[config.mk]
export PLATFORM = sky130hd
export DESIGN_NAME = sdram_powerup_seq
export DESIGN_NICKNAME = d
export VERILOG_FILES = /design/src/rtl/sdram_init_pkg.sv /design/src/rtl/seq_countdown.sv /design/src/rtl/refresh_tick_gen.sv /design/src/rtl/sdram_cmd_reg.sv /design/src/rtl/sdram_powerup_seq.sv
export SDC_FILE = /design/constraint.sdc
export NUM_CORES = 1
export LEC_CHECK = 0
export BUFFER_PORTS_ARGS = -buffer_cell sky130_fd_sc_hd__buf_2
export CAP_MARGIN = 0
export CORE_MARGIN = 2
export CORE_UTILIZATION = 49
export DETAILED_ROUTE_END_ITERATION = 7
export PLACE_DENSITY = 0.76
export SLEW_MARGIN = 20
export SYNTH_ARGS = -nofsm -noshare
export SYNTH_HDL_FRONTEND = slang
export SYNTH_SLANG_ARGS = --single-unit
[constraint.sdc]
create_clock -name clk -period 2 [get_ports clk]
set_clock_uncertainty 0.05 [all_clocks]
set_input_delay 0.2 -clock clk [delete_from_list [all_inputs] [get_ports clk]]
set_output_delay 0.2 -clock clk [all_outputs]
set_load 0.01 [all_outputs]
[src/rtl/sdram_init_pkg.sv]
package sdram_init_pkg;

  typedef enum logic [1:0] {
    CMD_NOP       = 2'd0,
    CMD_PRECHARGE = 2'd1,
    CMD_REFRESH   = 2'd2,
    CMD_LOAD_MODE = 2'd3
  } sd_cmd_e;

  typedef enum logic [2:0] {
    ST_SETTLE,
    ST_AFTER_PRE,
    ST_AFTER_REF,
    ST_AFTER_MODE,
    ST_READY
  } seq_state_e;

  typedef struct packed {
    logic cs_n;
    logic ras_n;
    logic cas_n;
    logic we_n;
  } sd_pins_t;

  function automatic sd_pins_t encode_cmd(input sd_cmd_e c);
    case (c)
      CMD_PRECHARGE: return sd_pins_t'(4'b0010);
      CMD_REFRESH:   return sd_pins_t'(4'b0001);
      CMD_LOAD_MODE: return sd_pins_t'(4'b0000);
      default:       return sd_pins_t'(4'b0111);
    endcase
  endfunction

  // floor(ns * hz / 1e9), never below one cycle
  function automatic int unsigned ns_to_cycles(input int unsigned ns, input int unsigned hz);
    logic [63:0] prod;
    prod = (64'(ns) * 64'(hz)) / 64'd1000000000;
    if (prod == 64'd0) return 1;
    return prod[31:0];
  endfunction

  function automatic int unsigned max2(input int unsigned a, input int unsigned b);
    return (a > b) ? a : b;
  endfunction

endpackage

[src/rtl/seq_countdown.sv]
module seq_countdown #(
  parameter int unsigned W       = 8,
  parameter int unsigned RST_VAL = 0
) (
  input  logic         clk,
  input  logic         rst,
  input  logic         load,
  input  logic [W-1:0] load_val,
  output logic         expired
);

  logic [W-1:0] cnt_q;

  always_ff @(posedge clk) begin
    if (rst)                cnt_q <= W'(RST_VAL);
    else if (load)          cnt_q <= load_val;
    else if (cnt_q != '0)   cnt_q <= cnt_q - 1'b1;
  end

  assign expired = (cnt_q == '0);

endmodule

[src/rtl/refresh_tick_gen.sv]
module refresh_tick_gen #(
  parameter int unsigned PERIOD = 390
) (
  input  logic clk,
  input  logic rst,
  input  logic enable,
  output logic tick
);

  localparam int unsigned CW = $clog2(PERIOD + 1);

  logic [CW-1:0] cnt_q;

  always_ff @(posedge clk) begin
    if (rst || !enable) begin
      cnt_q <= '0;
      tick  <= 1'b0;
    end else if (cnt_q == CW'(PERIOD - 1)) begin
      cnt_q <= '0;
      tick  <= 1'b1;
    end else begin
      cnt_q <= cnt_q + 1'b1;
      tick  <= 1'b0;
    end
  end

endmodule

[src/rtl/sdram_cmd_reg.sv]
module sdram_cmd_reg
  import sdram_init_pkg::*;
#(
  parameter int unsigned ADDR_W = 13
) (
  input  logic              clk,
  input  logic              rst,
  input  sd_cmd_e           cmd_in,
  input  logic [ADDR_W-1:0] addr_in,
  output logic              cke,
  output logic              cs_n,
  output logic              ras_n,
  output logic              cas_n,
  output logic              we_n,
  output logic [ADDR_W-1:0] addr
);

  logic     armed_q;
  sd_pins_t pins_q;

  always_ff @(posedge clk) begin
    if (rst) begin
      armed_q <= 1'b0;
      cke     <= 1'b0;
      pins_q  <= encode_cmd(CMD_NOP);
      addr    <= '0;
    end else begin
      armed_q <= 1'b1;
      cke     <= armed_q;
      pins_q  <= encode_cmd(cmd_in);
      addr    <= addr_in;
    end
  end

  assign cs_n  = pins_q.cs_n;
  assign ras_n = pins_q.ras_n;
  assign cas_n = pins_q.cas_n;
  assign we_n  = pins_q.we_n;

endmodule

[src/rtl/sdram_powerup_seq.sv]
module sdram_powerup_seq
  import sdram_init_pkg::*;
#(
  parameter int unsigned CLK_HZ        = 50_000_000,
  parameter int unsigned T_SETTLE_NS   = 100_000,
  parameter int unsigned REFRESH_COUNT = 2,
  parameter int unsigned T_RP_NS       = 20,
  parameter int unsigned T_RFC_NS      = 66,
  parameter int unsigned T_MRD_NS      = 20,
  parameter int unsigned T_REFI_NS     = 7812,
  parameter int unsigned ADDR_W        = 13,
  parameter int unsigned BA_W          = 2,
  parameter int unsigned AP_BIT        = 10,
  parameter int unsigned MODE_WORD     = 'h023
) (
  input  logic              clk,
  input  logic              rst,
  output logic              sd_cke,
  output logic              sd_cs_n,
  output logic              sd_ras_n,
  output logic              sd_cas_n,
  output logic              sd_we_n,
  output logic [BA_W-1:0]   sd_ba,
  output logic [ADDR_W-1:0] sd_addr,
  output logic              init_done,
  output logic              refresh_req
);

  localparam int unsigned SETTLE_CYC = ns_to_cycles(T_SETTLE_NS, CLK_HZ);
  localparam int unsigned RP_CYC     = ns_to_cycles(T_RP_NS, CLK_HZ);
  localparam int unsigned RFC_CYC    = ns_to_cycles(T_RFC_NS, CLK_HZ);
  localparam int unsigned MRD_CYC    = ns_to_cycles(T_MRD_NS, CLK_HZ);
  localparam int unsigned REFI_CYC   = ns_to_cycles(T_REFI_NS, CLK_HZ);
  localparam int unsigned MAX_CYC    = max2(max2(SETTLE_CYC, RP_CYC), max2(RFC_CYC, MRD_CYC));
  localparam int unsigned TMR_W      = $clog2(MAX_CYC + 1);
  localparam int unsigned REF_W      = $clog2(REFRESH_COUNT + 1);

  seq_state_e        state_q, state_nxt;
  logic [REF_W-1:0]  refs_q, refs_nxt;
  logic              done_q, done_nxt;
  sd_cmd_e           cmd_nxt;
  logic [ADDR_W-1:0] addr_nxt;
  logic              tmr_load;
  logic [TMR_W-1:0]  tmr_val;
  logic              tmr_expired;

  seq_countdown #(.W(TMR_W), .RST_VAL(SETTLE_CYC)) u_gap_timer (
    .clk      (clk),
    .rst      (rst),
    .load     (tmr_load),
    .load_val (tmr_val),
    .expired  (tmr_expired)
  );

  // next command is chosen the cycle the spacing timer runs out
  always_comb begin
    state_nxt = state_q;
    refs_nxt  = refs_q;
    done_nxt  = done_q;
    cmd_nxt   = CMD_NOP;
    addr_nxt  = '0;
    tmr_load  = 1'b0;
    tmr_val   = '0;
    case (state_q)
      ST_SETTLE: if (tmr_expired) begin
        cmd_nxt          = CMD_PRECHARGE;
        addr_nxt[AP_BIT] = 1'b1;
        tmr_load         = 1'b1;
        tmr_val          = TMR_W'(RP_CYC - 1);
        state_nxt        = ST_AFTER_PRE;
      end
      ST_AFTER_PRE: if (tmr_expired) begin
        cmd_nxt   = CMD_REFRESH;
        tmr_load  = 1'b1;
        tmr_val   = TMR_W'(RFC_CYC - 1);
        refs_nxt  = REF_W'(1);
        state_nxt = ST_AFTER_REF;
      end
      ST_AFTER_REF: if (tmr_expired) begin
        tmr_load = 1'b1;
        if (refs_q == REF_W'(REFRESH_COUNT)) begin
          cmd_nxt   = CMD_LOAD_MODE;
          addr_nxt  = ADDR_W'(MODE_WORD);
          tmr_val   = TMR_W'(MRD_CYC - 1);
          state_nxt = ST_AFTER_MODE;
        end else begin
          cmd_nxt  = CMD_REFRESH;
          tmr_val  = TMR_W'(RFC_CYC - 1);
          refs_nxt = refs_q + 1'b1;
        end
      end
      ST_AFTER_MODE: if (tmr_expired) begin
        done_nxt  = 1'b1;
        state_nxt = ST_READY;
      end
      default: ;
    endcase
  end

  always_ff @(posedge clk) begin
    if (rst) begin
      state_q <= ST_SETTLE;
      refs_q  <= '0;
      done_q  <= 1'b0;
    end else begin
      state_q <= state_nxt;
      refs_q  <= refs_nxt;
      done_q  <= done_nxt;
    end
  end

  sdram_cmd_reg #(.ADDR_W(ADDR_W)) u_cmd_reg (
    .clk     (clk),
    .rst     (rst),
    .cmd_in  (cmd_nxt),
    .addr_in (addr_nxt),
    .cke     (sd_cke),
    .cs_n    (sd_cs_n),
    .ras_n   (sd_ras_n),
    .cas_n   (sd_cas_n),
    .we_n    (sd_we_n),
    .addr    (sd_addr)
  );

  refresh_tick_gen #(.PERIOD(REFI_CYC)) u_refresh_tick (
    .clk    (clk),
    .rst    (rst),
    .enable (done_q),
    .tick   (refresh_req)
  );

  assign sd_ba     = '0;
  assign init_done = done_q;

endmodule

Word-level counts from Yosys, hierarchy flattened
Index checks and enable logic that the tools add are counted.

Bits in latches: 0. Logic and storage cells: 75. Register bits: 48. Memories: 0. Input bits: 2. Output and inout bits: 22. Memory bits (read-only): 0. Memory bits (writable): 0.

Eq/ne operators: 14. Add/subtract/negate cells: 3. Div/mod/pow operators: 0. Reductions and logical operators: 14. $lt $le $gt $ge: 0. Bitwise gates (word level): 2. Multiplexer cells: 28. Shifts and indexed selects: 0. Multiply operators: 0.

Operator list (count): $mux 13 (3); $pmux 13 s2 (1); $mux 3 (5); $mux 2 (7); $logic_not 13->1 (1); $reduce_bool 13->1 (1); $sub 13x1->13 const B (1); $ne 2x2->1 const B (6); $pmux 3 s4 (1); $add 9x1->9 const B (1); $eq 9x9->1 const B (1); $pmux 3 s3 (1); $eq 2x2->1 const B (3); $eq 3x2->1 const B (2); $mux 1 (6); $mux 6 (1); $pmux 2 s3 (1); $reduce_and 6->1 (1); $reduce_or 3->1 (2); $pmux 2 s2 (1); $reduce_and 4->1 (1); $reduce_bool 2->1 (2); $reduce_bool 4->1 (1); $eq 3x1->1 const B (1); 9 further kinds (10).

Depth between registers and ports, before layout
Word-level depth: 6. Mapped depth: 7. Depth with buffers taken out: 6.

By module
From an unflattened synthesis, not the netlist that was laid out.

Cell total of the unflattened synthesis: 228. Area total of the unflattened synthesis: 2175.8 um^2.

Modules (own cells, without submodules): seq_countdown (times used 1, seq. area each 260.2 um^2, cells each 93, area an instance 810.8 um^2); sdram_cmd_reg (times used 1, seq. area each 360.3 um^2, cells each 39, area an instance 503.0 um^2); refresh_tick_gen (times used 1, seq. area each 200.2 um^2, cells each 47, area an instance 455.4 um^2); sdram_powerup_seq (times used 1, seq. area each 120.1 um^2, cells each 49, area an instance 406.6 um^2).

Least setup slack after synthesis
OpenSTA, ideal clock, no wires.

Path kind: register to register. Start: reg u_gap_timer.cnt_q[0]. End: reg state_q[0]. Setup slack: -0.227 ns. Cell stages (with the launch flop): 7. Arrival: 2.106 ns. Path buffers: 0. Library setup time: 0.070 ns. Path through: dfxtp_1 -> inv_1 -> ha_1 -> or4b_4 -> or4_4 -> or4_1 -> a21oi_1.

Longest elaborated chain between the ends: 3. Elaborated cells between the ends (all ways): 6. Those cells by class: eq/ne (4); reduce/logical (2).

Ends and longest elaborated chain: start: declaration (line seq_countdown.sv:12) `logic [W-1:0] cnt_q;`; start signal: assignment (line seq_countdown.sv:15) `if (rst) cnt_q <= W'(RST_VAL);`; start signal: assignment (line seq_countdown.sv:16) `else if (load) cnt_q <= load_val;`; start signal: assignment (line seq_countdown.sv:17) `else if (cnt_q != '0) cnt_q <= cnt_q - 1'b1;`; $logic_not 13->1 (*) (line seq_countdown.sv:20) `assign expired = (cnt_q == '0);`; $ne 2x2->1 (no source line); $reduce_and 6->1 (no source line) (*); end signal: assignment (line sdram_powerup_seq.sv:106) `state_q <= state_nxt;`; end: declaration (line sdram_powerup_seq.sv:38) `seq_state_e state_q, state_nxt;`.

Mark *: on every way between the ends. The rest lies on a longest branch, timed or not. A chain may end at the register's enable or synchronous reset.

Worst setup path in the final report
Start: reg u_gap_timer.cnt_q[0]. End: reg u_gap_timer.cnt_q[0].

Longest elaborated chain between the ends: 4. Elaborated cells between the ends (all ways): 10. Those cells by class: add/sub (1); mux (6); reduce/logical (3).

Ends and longest elaborated chain: branches (longest 4 deep; another with $sub 13x1->13).

Parallel ways; which one is timed is not known. The select of a mux whose other input is x is not followed.

==> flow_summary.toml <==
[synthesis]
postSynthRegisterBits = 36
postSynth.asyncResetShare_pct = 0
top_cells_by_area_synth = "dfxtp_1 45%, buf_4 6.5%, nor2_1 5.6%, nand2_1 3.5%, a21oi_1 3.4%"
netlist-cell-type-count = 39
top_cell_type_by_total_area_after_synthesis = "dfxtp_1"
yosysTopAreaCellShare_pct = 44.9
ys_dominant_reg_cell = "dfxtp_1"
post_synth.cell_area_avg_um2 = 8.73
synth_edf_count = 0
synthCells = 184
synthesis.yosys.warnings = 0
synth.yosys.seq_area_share_pct = 44.9
synth.cell_area_um2 = 1610

[die]
dieHeight_um = 61.3
initial_core_utilization_pct = 52.2
floorplan.io_pins = 24
die_x_um = 61.3
placement_rows = 20
design.core.area_um2 = 3080
die_footprint_um2 = 3750

[cts]
worst_skew_late_latency_ns = 0.36
clock_tree.root_cell = "clkbuf_4"
clock_path_buffers = 2
htree_num_levels = 2
clkTransAtPathRegs_ns = 0.10
cts_made_buffers = 5
tritoncts_num_sinks = 36
cts_tree = "yes"

[sta]
timing_worst_slew_pin_value_ns = 0.656
max_clock_freq_mhz = 451
timing.final.max_slew_violations = 0
slew_headroom_pct = 56.3
fin_setup_tns_ns = -2.40
post-route-worst-setup-slack_ns = -0.216
finalWorstPathRequiredPeriod_ns = 2.22
final-hold-violation-count = 0
final-setup-viol-count = 20
whs_ns = 0.175
rsz0062_at_grt = "yes"
fin_crit_sh_pct = 111

[global_route]
track_usage_pct = 21.7
number_of_global_route_vias_before_repair = 1374
antenna_found_initial = 0
globalRouteOverflowTotal = 0
grt_start_max_net_pins = 21
first_pass_grt_wire_length_mm = 5.88

[power]
worst_vdd_rail_ir_drop_mv = 0.355
total_leakage_power_nw = 0.777
power_density_nw_per_um2 = 708
design_power_total_mw = 1.41

[cells_and_area]
drive_above_1_share_pct = 29.1
layout_commonest_cell = "dfxtp_1"
layout-area-overhead-vs-synth_pct = 23.9
num_antenna_cells = 0
layout.nets = 225
final_core_util_pct = 64.7
layout_common_cells = "34 x dfxtp_1, 23 x nor2_1, 23 x buf_4"
final_cells = 264
n_fill_cell = 255

[critical_path]
reg2reg_from = "u_gap_timer.cnt_q[0]"
critical_path.startpoint = "u_gap_timer.cnt_q[0]"
crit_fanout = 5
critPathRequiredTime_ns = 2.21
timing.critical_path.to_type = "register"
setup.reg_to_reg.worst_slack_ns = -0.22
reg2regPathDepth = 6
crit-reg2reg-capture = "u_gap_timer.cnt_q[0]"
worstSetupStartpointType = "register"
cp_data_arrival_time_ns = 2.43
timing.setup.critical_path_class = "register to register"
timing.critical_path.to = "u_gap_timer.cnt_q[0]"

[outcome]
run_status = "complete, but fails checks"
failed_checks = "negative setup slack"

[place]
dp.cells = 251
port_buffers = 11
dp_hpwl_mm = 2.47
gp_routability_congestion = 0.823

[drt]
final_antenna_net_count = 0
drt_pass1_iterations = 4
detail_routed_via_count_per_cell = 5.40
detail_route.drc_violations = 0
drt-total-wl_mm = 3.72
first_iter_violations = 82
route.detailed.wl_per_inst_um = 14.1
detailroute.via_count = 1426

[job]
maxCapViolCount = 0

[hold_path]
hp-class = "primary input to register"
hold_path_depth = 3
-- how the worst min path moves through the flow --
stage                 startpoint           endpoint
2_1_floorplan                rst  u_cmd_reg.armed_q
3_3_place_gp   u_cmd_reg.armed_q      u_cmd_reg.cke
3_5_place_dp   u_cmd_reg.armed_q      u_cmd_reg.cke
4_1_cts                      rst  u_cmd_reg.armed_q
5_1_grt                      rst  u_cmd_reg.armed_q
6_report                     rst  u_cmd_reg.armed_q
-- flip-flops by register name (all words and copies together), names as in the netlist --
register	flops
refs_q	2
state_q	3
u_gap_timer.cnt_q	13
u_cmd_reg.we_n	1
u_refresh_tick.tick	1
u_cmd_reg.addr	2
u_refresh_tick.cnt_q	9
u_cmd_reg.armed_q	1
u_cmd_reg.cas_n	1
u_cmd_reg.cke	1
init_done	1
u_cmd_reg.ras_n	1
-- synthesized netlist by cell type, types with 2 or more instances --
library cell   n
clkbuf_1       5
nand2_1       15
xnor2_1        5
buf_4         14
nor2_1        24
or3_1          2
nor4_1         3
o41ai_1        2
mux2i_1        2
o31ai_1        3
o21ai_0        5
xor2_1         3
nor2b_1        3
a21oi_1       11
or4_1          5
nand2b_1       4
nor3_1         6
nand3_1        7
dfxtp_1       36
a31o_2         2
inv_1          4
and3_1         2
nand3b_1       2
ha_1           4
-- area by class of cell --
type                       instances  area (um2)  area share, %
multi-input combinational        134         862           43.3
sequential                        36         723           36.3
timing repair buffer              37         255           12.8
tap                               44        55.1           2.77
clock buffer                       6        41.3           2.07
clock inverter                     2        35.0           1.76
inverter                           5        18.8          0.943
-- metrics by stage --
stage	setup slack [ns]	area, um2
2_1_floorplan	-0.205	1670
3_3_place_gp	-0.230	1800
3_5_place_dp	-0.289	1800
4_1_cts	-0.197	1950
5_1_grt	-0.263	1990
6_report	-0.216	1990
-- per-layer routing --
metal	routed length [um]	part of all wire (%)	GRT usage [%]
met1	1420	38	23.0
met4	89	2.4	12.7
met5	0	0	0
met3	239	6.4	7.14
met2	1980	53	37.4
-- kinds of logic (layout without fill, tap and decap cells) --
family                     after synthesis  count (layout)  share of synthesized area (%)
and+or+nand+nor                         80              80                           25.9
buffers and inverters                   25              50                           9.19
AOI/OAI and AO/OA                       28              28                           11.1
muxes                                    2               2                           1.25
DFF                                     36              36                           44.9
adders and majority gates                4               4                           3.12
other                                    1              12                          0.233
xor gates and xnor gates                 8               8                           4.36
-- worst max-delay path: stages, from the launching register on --
cell,delay (ns)
dfxtp_2,0.34
inv_2,0.08
ha_4,0.13
or4b_4,0.46
or4_4,0.46
or4_4,0.52
o31ai_1,0.08
-- report_power, final --
group	internal, mW	switching, mW	total, mW
combinational	0.0682	0.0811	0.149
clock	0.262	0.250	0.512
sequential	0.737	0.0109	0.748
-- timing repair --
item                                    CTS  global route
hold buffers                              0             0
pin swaps                                 4             8
endpoints found under the setup margin   20            19
gates cloned                              1             0
setup buffers                             2             2
gates resized for setup                   9            12
Power figures use the tool's default switching activity.
